## src/rtl/pll_core_pkg.sv

```systemverilog
// Package: shared encodings for the synthesizer loop core.
package pll_core_pkg;
    typedef enum logic [1:0] {
        RSEL_MID  = 2'b00,
        RSEL_LO   = 2'b01,
        RSEL_HI   = 2'b10,
        RSEL_MIDB = 2'b11
    } ratio_sel_e;
endpackage

```

## src/rtl/pll_ref_div.sv

```systemverilog
// Reference divider: counts ref_tick enables down from the active ratio and
// emits a registered one-cycle pulse at terminal count. The ratio select is
// sampled only at terminal count. Assumes all ratios are at least 2.
module pll_ref_div
    import pll_core_pkg::*;
#(
    parameter int R_LO  = 512,
    parameter int R_MID = 640,
    parameter int R_HI  = 1024,
    localparam int CW   = $clog2(R_HI)
) (
    input  logic       clk,
    input  logic       rst_n,
    input  logic       tick,
    input  logic [1:0] ratio_sel,
    output logic       ref_pulse
);
    logic [CW-1:0] cnt;
    logic [CW:0]   ratio_q;
    logic [CW:0]   sel_ratio;
    logic          term;

    // Purpose: decode the requested ratio.
    always_comb begin
        case (ratio_sel_e'(ratio_sel))
            RSEL_LO: sel_ratio = (CW+1)'(R_LO);
            RSEL_HI: sel_ratio = (CW+1)'(R_HI);
            default: sel_ratio = (CW+1)'(R_MID);
        endcase
    end

    assign term = tick && (cnt == '0);

    // Purpose: count down, reload at terminal count, register the pulse.
    always_ff @(posedge clk) begin
        if (!rst_n) begin
            cnt       <= CW'(R_MID - 1);
            ratio_q   <= (CW+1)'(R_MID);
            ref_pulse <= 1'b0;
        end else begin
            ref_pulse <= term;
            if (term) begin
                ratio_q <= sel_ratio;
                cnt     <= CW'(sel_ratio - (CW+1)'(1));
            end else if (tick) begin
                cnt <= cnt - CW'(1);
            end
        end
    end

    assert_ratio_legal_R2: assert property (@(posedge clk) disable iff (!rst_n)
        (ratio_q == (CW+1)'(R_LO)) || (ratio_q == (CW+1)'(R_MID)) || (ratio_q == (CW+1)'(R_HI)));

    assert_ref_spacing_R4: assert property (@(posedge clk) disable iff (!rst_n)
        ref_pulse |=> !ref_pulse);
endmodule

```

## src/rtl/pll_main_div.sv

```systemverilog
// Main programmable divider: counts vco_tick enables, reloads from the word
// at terminal count (word 0 gives 2**DW) and emits a registered pulse plus a
// half-rate toggle. The word is sampled only at terminal count.
module pll_main_div #(
    parameter int DW = 15
) (
    input  logic          clk,
    input  logic          rst_n,
    input  logic          tick,
    input  logic [DW-1:0] word,
    output logic          div_pulse,
    output logic          div_half
);
    logic [DW-1:0] cnt;
    logic          term;

    assign term = tick && (cnt == '0);

    // Purpose: count down, reload from the word, register pulse and toggle.
    always_ff @(posedge clk) begin
        if (!rst_n) begin
            cnt       <= '0;
            div_pulse <= 1'b0;
            div_half  <= 1'b0;
        end else begin
            div_pulse <= term;
            if (term) begin
                cnt      <= word - DW'(1);
                div_half <= ~div_half;
            end else if (tick) begin
                cnt <= cnt - DW'(1);
            end
        end
    end

    assert_half_follows_pulse_R9: assert property (@(posedge clk) disable iff (!rst_n)
        $rose(div_pulse) |-> !$stable(div_half));
endmodule

```

## src/rtl/pll_pfd.sv

```systemverilog
// Tri-state phase/frequency detector: two set flops cleared together once
// both edges have been seen. Inputs are single-cycle pulses.
module pll_pfd (
    input  logic clk,
    input  logic rst_n,
    input  logic ref_pulse,
    input  logic div_pulse,
    output logic up,
    output logic dn
);
    logic up_nx, dn_nx;

    assign up_nx = up | ref_pulse;
    assign dn_nx = dn | div_pulse;

    // Purpose: set on each edge, clear both when both are pending.
    always_ff @(posedge clk) begin
        if (!rst_n) begin
            up <= 1'b0;
            dn <= 1'b0;
        end else if (up_nx && dn_nx) begin
            up <= 1'b0;
            dn <= 1'b0;
        end else begin
            up <= up_nx;
            dn <= dn_nx;
        end
    end

    assert_pump_exclusive_R5: assert property (@(posedge clk) disable iff (!rst_n)
        !(up && dn));

    assert_up_on_ref_R5: assert property (@(posedge clk) disable iff (!rst_n)
        (ref_pulse && !div_pulse && !dn) |=> up);
endmodule

```

## src/rtl/pll_lock_det.sv

```systemverilog
// Lock detector: measures each pump pulse in clocks. A pulse reaching WIN
// clocks drops lock at once; NCYC clean comparison cycles (closed by each
// reference pulse) declare lock. Assumes WIN >= 2.
module pll_lock_det #(
    parameter int WIN  = 8,
    parameter int NCYC = 4,
    localparam int WW  = $clog2(WIN),
    localparam int GW  = $clog2(NCYC + 1)
) (
    input  logic clk,
    input  logic rst_n,
    input  logic up,
    input  logic dn,
    input  logic ref_pulse,
    output logic locked
);
    logic [WW-1:0] wcnt;
    logic [GW-1:0] good;
    logic          bad;
    logic          active, too_wide, spoiled;
    logic [GW-1:0] good_nx;

    assign active   = up | dn;
    assign too_wide = active && (wcnt == WW'(WIN - 1));
    assign spoiled  = bad | too_wide;
    assign good_nx  = spoiled ? '0 : ((good == GW'(NCYC)) ? good : good + GW'(1));

    // Purpose: measure the width of the current pump pulse, saturating.
    always_ff @(posedge clk) begin
        if (!rst_n)
            wcnt <= '0;
        else if (!active)
            wcnt <= '0;
        else if (!too_wide)
            wcnt <= wcnt + WW'(1);
    end

    // Purpose: count clean comparison cycles and maintain the lock flag.
    always_ff @(posedge clk) begin
        if (!rst_n) begin
            good   <= '0;
            bad    <= 1'b0;
            locked <= 1'b0;
        end else if (ref_pulse) begin
            bad    <= 1'b0;
            good   <= good_nx;
            locked <= (good_nx == GW'(NCYC));
        end else if (too_wide) begin
            bad    <= 1'b1;
            good   <= '0;
            locked <= 1'b0;
        end
    end

    assert_lock_drop_R7: assert property (@(posedge clk) disable iff (!rst_n)
        too_wide |=> !locked);

    assert_lock_needs_count_R6: assert property (@(posedge clk) disable iff (!rst_n)
        locked |-> (good == GW'(NCYC)));
endmodule

```

## src/rtl/pll_core.sv

```systemverilog
// Top: synthesizer loop divider and phase-lock core. Assumes ref_tick and
// vco_tick are single-cycle enables synchronous to clk.
module pll_core #(
    parameter int R_LO     = 512,
    parameter int R_MID    = 640,
    parameter int R_HI     = 1024,
    parameter int DW       = 15,
    parameter int LOCK_WIN = 8,
    parameter int LOCK_CYC = 4
) (
    input  logic          clk,
    input  logic          rst_n,
    input  logic          ref_tick,
    input  logic          vco_tick,
    input  logic [DW-1:0] div_word,
    input  logic [1:0]    ratio_sel,
    input  logic          cp_hi,
    input  logic          test_en,
    input  logic          test_sel,
    output logic          pump_up,
    output logic          pump_dn,
    output logic          cp_hi_out,
    output logic          lock_n
);
    logic ref_pulse, div_pulse, div_half, locked;

    pll_ref_div #(.R_LO(R_LO), .R_MID(R_MID), .R_HI(R_HI)) u_ref (
        .clk(clk), .rst_n(rst_n), .tick(ref_tick), .ratio_sel(ratio_sel),
        .ref_pulse(ref_pulse));

    pll_main_div #(.DW(DW)) u_main (
        .clk(clk), .rst_n(rst_n), .tick(vco_tick), .word(div_word),
        .div_pulse(div_pulse), .div_half(div_half));

    pll_pfd u_pfd (
        .clk(clk), .rst_n(rst_n), .ref_pulse(ref_pulse), .div_pulse(div_pulse),
        .up(pump_up), .dn(pump_dn));

    pll_lock_det #(.WIN(LOCK_WIN), .NCYC(LOCK_CYC)) u_lock (
        .clk(clk), .rst_n(rst_n), .up(pump_up), .dn(pump_dn),
        .ref_pulse(ref_pulse), .locked(locked));

    // Purpose: register the charge-pump current select.
    always_ff @(posedge clk) begin
        if (!rst_n) cp_hi_out <= 1'b0;
        else        cp_hi_out <= cp_hi;
    end

    // Purpose: select the lock pin source.
    always_comb begin
        if (!test_en)      lock_n = ~locked;
        else if (test_sel) lock_n = div_half;
        else               lock_n = ref_pulse;
    end

    assert_cp_delay_R10: assert property (@(posedge clk) disable iff (!rst_n)
        $past(rst_n) |-> (cp_hi_out == $past(cp_hi)));
endmodule

```

## config.mk

```make
export PLATFORM = sky130hd
export DESIGN_NAME = pll_core
export DESIGN_NICKNAME = d
export VERILOG_FILES = /design/src/rtl/pll_core_pkg.sv /design/src/rtl/pll_ref_div.sv /design/src/rtl/pll_main_div.sv /design/src/rtl/pll_pfd.sv /design/src/rtl/pll_lock_det.sv /design/src/rtl/pll_core.sv
export SDC_FILE = /design/constraint.sdc
export NUM_CORES = 1
export LEC_CHECK = 0
export ABC_AREA = 1
export CORE_ASPECT_RATIO = 0.5
export CORE_MARGIN = 5
export CORE_UTILIZATION = 33
export CTS_BUF_LIST = sky130_fd_sc_hd__clkbuf_8
export DETAILED_ROUTE_END_ITERATION = 8
export PLACE_DENSITY = 0.61
export SKIP_LAST_GASP = 1
export SYNTH_ARGS = -nofsm -noshare
export SYNTH_HDL_FRONTEND = slang
export SYNTH_SLANG_ARGS = --single-unit
```

## constraint.sdc

```tcl
create_clock -name clk -period 2.25 [get_ports clk]
set_input_delay 0.675 -clock clk [delete_from_list [all_inputs] [get_ports clk]]
set_output_delay 0.675 -clock clk [all_outputs]
set_load 0.05 [all_outputs]
```

Yosys cells after proc, flatten, opt, wreduce, memory -nomap -nowiden
Cells that the tools add are included.
{"block": "classes", "n_eq_ne": 5, "bitwise_logic": 7, "mux": 13, "add_sub_neg": 6, "n_reduce_logical": 12}
{"operator": "15-bit 2-to-1 mux", "count": 2}
{"operator": "15-bit by 1-bit subtractor with 15-bit output, second input constant", "count": 2}
{"operator": "10-bit 2-to-1 mux", "count": 2}
{"operator": "10-bit one-hot mux with 2 select lines", "count": 1}
{"operator": "10-bit by 1-bit subtractor with 10-bit output, second input constant", "count": 2}
{"operator": "15-bit logical NOT", "count": 1}
{"operator": "3-bit 2-to-1 mux", "count": 4}
{"operator": "10-bit logical NOT", "count": 1}
{"operator": "3-bit == test, second input constant", "count": 3}
{"operator": "3-bit by 1-bit adder with 3-bit output, second input constant", "count": 2}
{"operator": "2-bit nonzero test", "count": 3}
{"operator": "1-bit logical AND", "count": 4}
{"operator": "1-bit 2-to-1 mux", "count": 4}
{"operator": "1-bit OR", "count": 4}
{"operator": "2-bit OR reduction", "count": 2}
{"operator": "1-bit inverter", "count": 3}
{"operator": "2-bit by 1-bit == test with 1-bit output, second input constant", "count": 1}
{"operator": "2-bit == test, second input constant", "count": 1}
{"operator": "2-bit AND reduction", "count": 1}
{"block": "word_totals", "wordCells": 55, "register_bits": 39, "in_bits": 24}

Logic depth before layout (Yosys ltp)
Gate-level depths: netlist (run 1).
{"block": "depth", "word_depth": 6, "ltp_mapped": 15, "mapped_depth_nobuf": 15}

Modules after synthesis
A second synthesis (run 1) with hierarchy kept.
{"block": "hier_totals", "cells_unflattened": 404, "hier_area_um2": 2565.0}
{"module": "pll_main_div", "cells_each": 235, "seq_area_each_um2": 340.3, "n_inst": 1, "area_each_um2": 1392.6}
{"module": "pll_ref_div", "cells_each": 89, "seq_area_each_um2": 220.2, "n_inst": 1, "area_each_um2": 600.6}
{"module": "pll_lock_det", "cells_each": 55, "seq_area_each_um2": 160.2, "n_inst": 1, "area_each_um2": 422.9}
{"module": "pll_pfd", "cells_each": 14, "seq_area_each_um2": 40.0, "n_inst": 1, "area_each_um2": 87.6}
{"module": "pll_core", "cells_each": 11, "seq_area_each_um2": 20.0, "n_inst": 1, "area_each_um2": 61.3}

Worst setup path before layout (run 1)
OpenSTA, ideal clock, no wires.
{"block": "synth_path", "kind": "input port to output port", "start": "in test_en", "end": "out lock_n", "t_arrival_ns": 1.761, "path_slack_ns": -0.186, "path_buffers": 0, "path_stages": 1, "cell_sequence": "o21ai_0"}
{"block": "synth_between", "elab_chain_len": 1}
{"item": "start: declaration", "line_no": "pll_core.sv:18", "source": "input logic test_en,"}
{"item": "1-bit 2-to-1 mux", "line_no": "pll_core.sv:51", "source": "if (!test_en) lock_n = ~locked;"}
{"item": "end: declaration", "line_no": "pll_core.sv:23", "source": "output logic lock_n"}
No other way between the ends.

Worst setup path in the final report (run 1)
Ends and elaborated chain as after synthesis.

==> qor.yml, run 1 <==
cpPeakStageDelay_ns: 0.49
crit_chain: "clkdlybuf4s50_1 -> o211ai_1 -> o21ai_2 -> buf_12"
cts-buffers-inserted: 5
startpoint_type: "input port"
start_util_pct: 33.4
gr-usage-all-layers_pct: 14.0
die_w_um: 131
drive_above_1_share_pct: 17.4
ys_top_cells_by_area: "dfxtp_1, nand2_1, inv_1"
cpMaxStageDelayCell: "clkdlybuf4s50_1"
fill_cells: 771
reg2regPathDepth: 15
antenna_found_initial: 0
skew_ns: 0.00479
cts_root_buffer: "clkbuf_8"
worstHoldEndpoint: "u_lock.wcnt[1]"
vias: 2486
min_from: "u_lock.wcnt[1]"
reg2reg_slack_ns: 0.24
layout_common_cells: "nand2_1, inv_1, nor2_1"
status: "finished, final reports clean"
ir_worst_vdd_mv: 0.217
synth.distinct_cells: 33
gp_congestion: 0.903
synth-seq-cells: 39
grt_max_degree: 23
postSynthAreaPerCell_um2: 6.46
diodes: 0
ys_warn_count: 0
ctsLongestPathBuffers: 2
io_pins: 28
arrival_ns: 1.53
row_count: 22
slew_headroom_pct: 67.2
hold_class: "flop to flop"
syn-num-nets: 405
area_growth_pct: 31.6
tritoncts: "done"
syn_area_um2: 2420
synth_top_area_share_pct: 32.3
crit_required_ns: 1.57
die_y_um: 70.5
port_buffers: 27
dp_hpwl_mm: 4.80
fin_hold_ws_ns: 0.468
seq_area_frac_synth_pct: 32.3
period_share_pct: 98.1
clkTransAtPathRegs_ns: 0.08
dieArea_um2: 9240
crit_type: "input port to output pin"
period_needed_ns: 2.21
final_common_cell: "nand2_1"
wl_per_cell_um: 11.6
finalSetupViolCount: 0
drtPass1Iterations: 4
final_net_count: 467
wl_mm: 6.20
final_antenna_net_count: 0
tightest_slew_ns: 0.491
postSynthCellCount: 374
core-area_um2: 7240
htreeDepth: 2
power.density_nw_per_um2: 561
end_kind: "output pin"
critPathLaunch: "test_en"
drv_slew: 0
vias_per_cell: 4.66
fin_util_pct: 44.0
fmaxAchievable_ghz: 0.453
crit_fanout: 2
drt_iter0_drc: 162
tns_ns: 0
drc: 0
p_leak_nw: 1.49
hold_violations: 0
rsz0062_at_grt: "false"
drv_cap: 0
grt-ovfl-total: 0
r2r_end: "u_main.cnt[11]"
synth_top_cell_by_area: "dfxtp_1"
first_global_vias: 2346
clock_latency_ns: 0.29
clock_sinks: 39
reg2reg_from: "u_main.cnt[0]"
holdPathStages: 2
grt_pass1_wl_mm: 10.5
sequential cells by signal (all words and copies together) (netlist names):
signal	cells
u_lock.bad	1
u_lock.wcnt	3
cp_hi_out	1
u_ref.ref_pulse	1
u_main.cnt	15
u_pfd.up	1
u_pfd.dn	1
u_main.div_pulse	1
u_lock.good	3
u_lock.locked	1
u_ref.cnt	10
u_main.div_half	1
how the worst max path moves through the flow:
stage	end	slack, ns	depth (start not counted)
finish	lock_n	0.04	4
global route	lock_n	0.005	4
CTS	lock_n	0.002	4
detailed placement	u_main.cnt[14]	-0.40	15
global placement	u_main.cnt[11]	-0.36	15
floorplan	u_main.cnt[8]	0.03	15
cell families (layout without fill, tap and decap cells):
family	Yosys count	in the layout	share of synthesized area, %
fa+ha+maj	7	7	3.62
buf+inv	62	125	10.1
flops	39	39	32.3
xor+xnor	4	4	1.45
simple gates	206	206	40.2
compound gates	56	56	12.4
layer usage:
metal	track usage, %	vias up	routed length [um]
met1	19.8	1115	3130
met4	3.53	0	42
met5	0	-	0
li1	-	1318	-
met2	22.0	47	2770
met3	2.37	6	262
cell type report:
class | instances | area [um^2] | area share (%)
multi-input cells | 273 | 1430 | 44.9
flip-flops and latches | 39 | 781 | 24.5
repair buffers | 63 | 564 | 17.7
inverters | 54 | 203 | 6.37
well taps | 96 | 120 | 3.78
clock buffers | 5 | 68.8 | 2.16
clock inverters | 3 | 16.3 | 0.511
power breakdown:
| group | internal (W) | leakage, nW | switching, W |
|---|---|---|---|
| Combinational | 0.000239 | 1.13 | 0.000340 |
| Clock | 0.000212 | 0.0453 | 0.000254 |
| Sequential | 0.000721 | 0.319 | 0.0000196 |
| Total | 0.00117 | 1.49 | 0.000614 |
cells in the mapped netlist, drive strengths merged:
master and instances:
nand3b 8, inv 54, clkbuf 6, dfxtp 39, ha 7, a211o 1
a31oi 2, or2 1, a21oi 25, buf 2, nor4 1, nand4 2
nor3 4, a21o 1, xnor2 1, nand2 92, o21ai 23, nor2 59
xor2 3, nand3 38, or4 1, o211ai 3, o21bai 1
critical path: cells and delay by family:
kind | cells | cell delay, ns
buf+inv | 2 | 0.64
compound gates | 2 | 0.21
through the flow:
stage | setup WS [ns] | instance area, um^2 | cells | power [W]
final | 0.0427 | 3180 | 533 | 0.00179
after global routing | 0.00466 | 3180 | 533 | 0.00190
after CTS | 0.00206 | 3180 | 533 | 0.00180
after detailed placement | -0.400 | 3050 | 524 | 0.00131
after global placement | -0.358 | 3050 | 524 | 0.00131
after floorplan | 0.0345 | 2420 | 374 | 0.00110
timing repair:
action                     CTS  global route
gates resized for setup      9             2
cloned                       0             0
hold buffers                 0             0
pin swaps                    5             0
setup endpoints to repair    9             2
setup buffers                1             0
Note: power is estimated with default switching activity, not from simulation.
==> run 2: changes to the inputs <==
Settings changed: CORE_ASPECT_RATIO 0.5 to 0.8, CORE_MARGIN 5 to 4, RECOVER_POWER from default to 50.
==> run 2 against run 1 <==
Against the previous run:
- clock-buffer cell count unchanged
- setup slack better by 0.035 ns
- highest routed layer unchanged
- design area up 0.39%
==> qor.yml, run 2 (synthesis results as in run 1) <==
diodes: 0  # unchanged
io_pins: 28  # unchanged
p_leak_nw: 1.49  # +0.29%
die_y_um: 84.6  # +20%
reg_top3: "u_main.cnt (15), u_ref.cnt (10)"
clock_sinks: 39  # unchanged
drtPass1Iterations: 4  # unchanged
crit_required_ns: 1.57  # about the same
drt_iter0_drc: 117  # -28%
row_count: 27  # +23%
placed_area_um2: 3030  # -0.62%
postCtsHoldBufs: 0  # unchanged
grt_max_degree: 23  # unchanged
gp_congestion: 0.868  # -3.9%
first_global_vias: 2396  # +2.1%
vias: 2542  # +2.3%
reg2reg_slack_ns: 0.25  # about the same
path_buf_inv: 1  # -1
dieArea_um2: 8770  # -5.1%
tightest_slew_ns: 0.821  # +0.330 ns
cpMaxStageDelayCell: "clkdlybuf4s50_1"
r2r_end: "u_main.cnt[13]"
fmaxAchievable_ghz: 0.460  # +1.6%
end_kind: "output pin"
antenna_found_initial: 0  # unchanged
drive_above_1_share_pct: 17.7  # +0.27 points
skew_ns: 0.00641  # +0.00162 ns
cts-buffers-inserted: 5  # unchanged
core-area_um2: 6990  # -3.4%
worstHoldEndpoint: "u_lock.locked"
layout_common_cells: "nand2_1, inv_1, nor2_1"
holdPathStages: 2  # unchanged
post-place-cells: 514  # -1.9%
tritoncts: "done"
ctsLongestPathBuffers: 2  # unchanged
postLayoutCellArea_um2: 3190  # +0.39%
gr-usage-all-layers_pct: 14.8  # +0.84 points
crit_chain: "clkdlybuf4s50_1"
wl_per_cell_um: 12.3  # +5.8%
min_from: "u_lock.locked"
final_antenna_net_count: 0  # unchanged
reg2reg_from: "u_main.cnt[13]"
pre_cts_slack_ns: -0.441  # -0.0411 ns
clock_latency_ns: 0.29  # about the same
rsz0062_at_grt: "true"
crit_type: "flop to output pin"
drv_cap: 0  # unchanged
die_w_um: 104  # -21%
htreeDepth: 2  # unchanged
crit_fanout: 5  # +3
grt_pass1_wl_mm: 10.8  # +3.5%
fin_hold_ws_ns: 0.468  # +0.000605 ns
final_cells: 523  # -1.9%
wl_mm: 6.44  # +3.8%
hold_class: "flop to flop"
hold_violations: 0  # unchanged
layout_setup_ws_ns: 0.0776  # +0.0349 ns
finalSetupViolCount: 0  # unchanged
grt-ovfl-total: 0  # unchanged
area_growth_pct: 32.1
dp_hpwl_mm: 5.03  # +4.8%
vias_per_cell: 4.86  # +4.2%
ir_worst_vdd_mv: 0.234  # +8.1%
drc: 0  # unchanged
final_net_count: 466  # -0.21%
reg2regPathDepth: 12  # -3
status: "finished, final reports clean"
start_util_pct: 34.6  # +1.2 points
period_needed_ns: 2.17  # -0.0349 ns
power.density_nw_per_um2: 603  # +7.5%
slew_headroom_pct: 45.3  # -22 points
finalPower_w: 0.00193  # +7.9%
arrival_ns: 1.50  # -0.03 ns
final_common_cell: "nand2_1"
crit_family: "buffers and inverters"
drv_slew: 0  # unchanged
cts_root_buffer: "clkbuf_8"
port_buffers: 27  # unchanged
clkTransAtPathRegs_ns: 0.08  # about the same
cpPeakStageDelay_ns: 0.83  # +0.34 ns
largest_reg_flops: 15  # unchanged
period_share_pct: 96.6  # -1.6 points
largest_register: "u_main.cnt"
startpoint_type: "flop"
==> run 2: worst max-delay path by stage <==
stage,startpoint,to,cells past startpoint
finish,u_pfd.up,pump_up,1
global placement,vco_tick,u_main.cnt[8],15
detailed placement,vco_tick,u_main.cnt[8],15
floorplan,vco_tick,u_main.cnt[8],15
global route,vco_tick,u_main.cnt[9],15
CTS,u_pfd.up,pump_up,1
==> run 2: area by class of cell <==
| type | count | area, um^2 |
|---|---|---|
| fillers | 733 | 3800 |
| multi-input cells | 273 | 1440 |
| flip-flops and latches | 39 | 781 |
| repair buffers | 62 | 552 |
| inverters | 54 | 203 |
| well taps | 87 | 109 |
| clock buffers | 5 | 68.8 |
| clock inverters | 3 | 43.8 |
==> run 2: power by group <==
group          internal (W)  leakage (nW)  total (W)  switching [W]
clock network      0.000331        0.0581   0.000594       0.000263
registers          0.000721         0.319   0.000744      0.0000230
logic              0.000246          1.12   0.000590       0.000344
==> run 2: routing by layer <==
metal | vias to the layer above | part of all wire (%) | global-route usage (%)
met2 | 64 | 43 | 23.0
li1 | 1329 | - | -
met5 | - | 0 | 0
met1 | 1141 | 49 | 20.8
met4 | 0 | 1.1 | 4.35
met3 | 8 | 6.6 | 3.00
==> run 2: repair_timing <==
| action | in CTS | in global routing |
|---|---|---|
| setup endpoints to repair | 12 | 6 |
| setup buffers | 1 | 0 |
| pin swaps | 6 | 0 |
| gates resized for setup | 13 | 3 |
==> run 2: through the flow <==
stage / setup TNS, ns / util (%)
2_1_floorplan: 0 / -
3_3_place_gp: -4.18 / 43.4
3_5_place_dp: -4.94 / 43.4
4_1_cts: 0 / 45.7
5_1_grt: -0.0284 / 45.7
6_report: 0 / 45.7
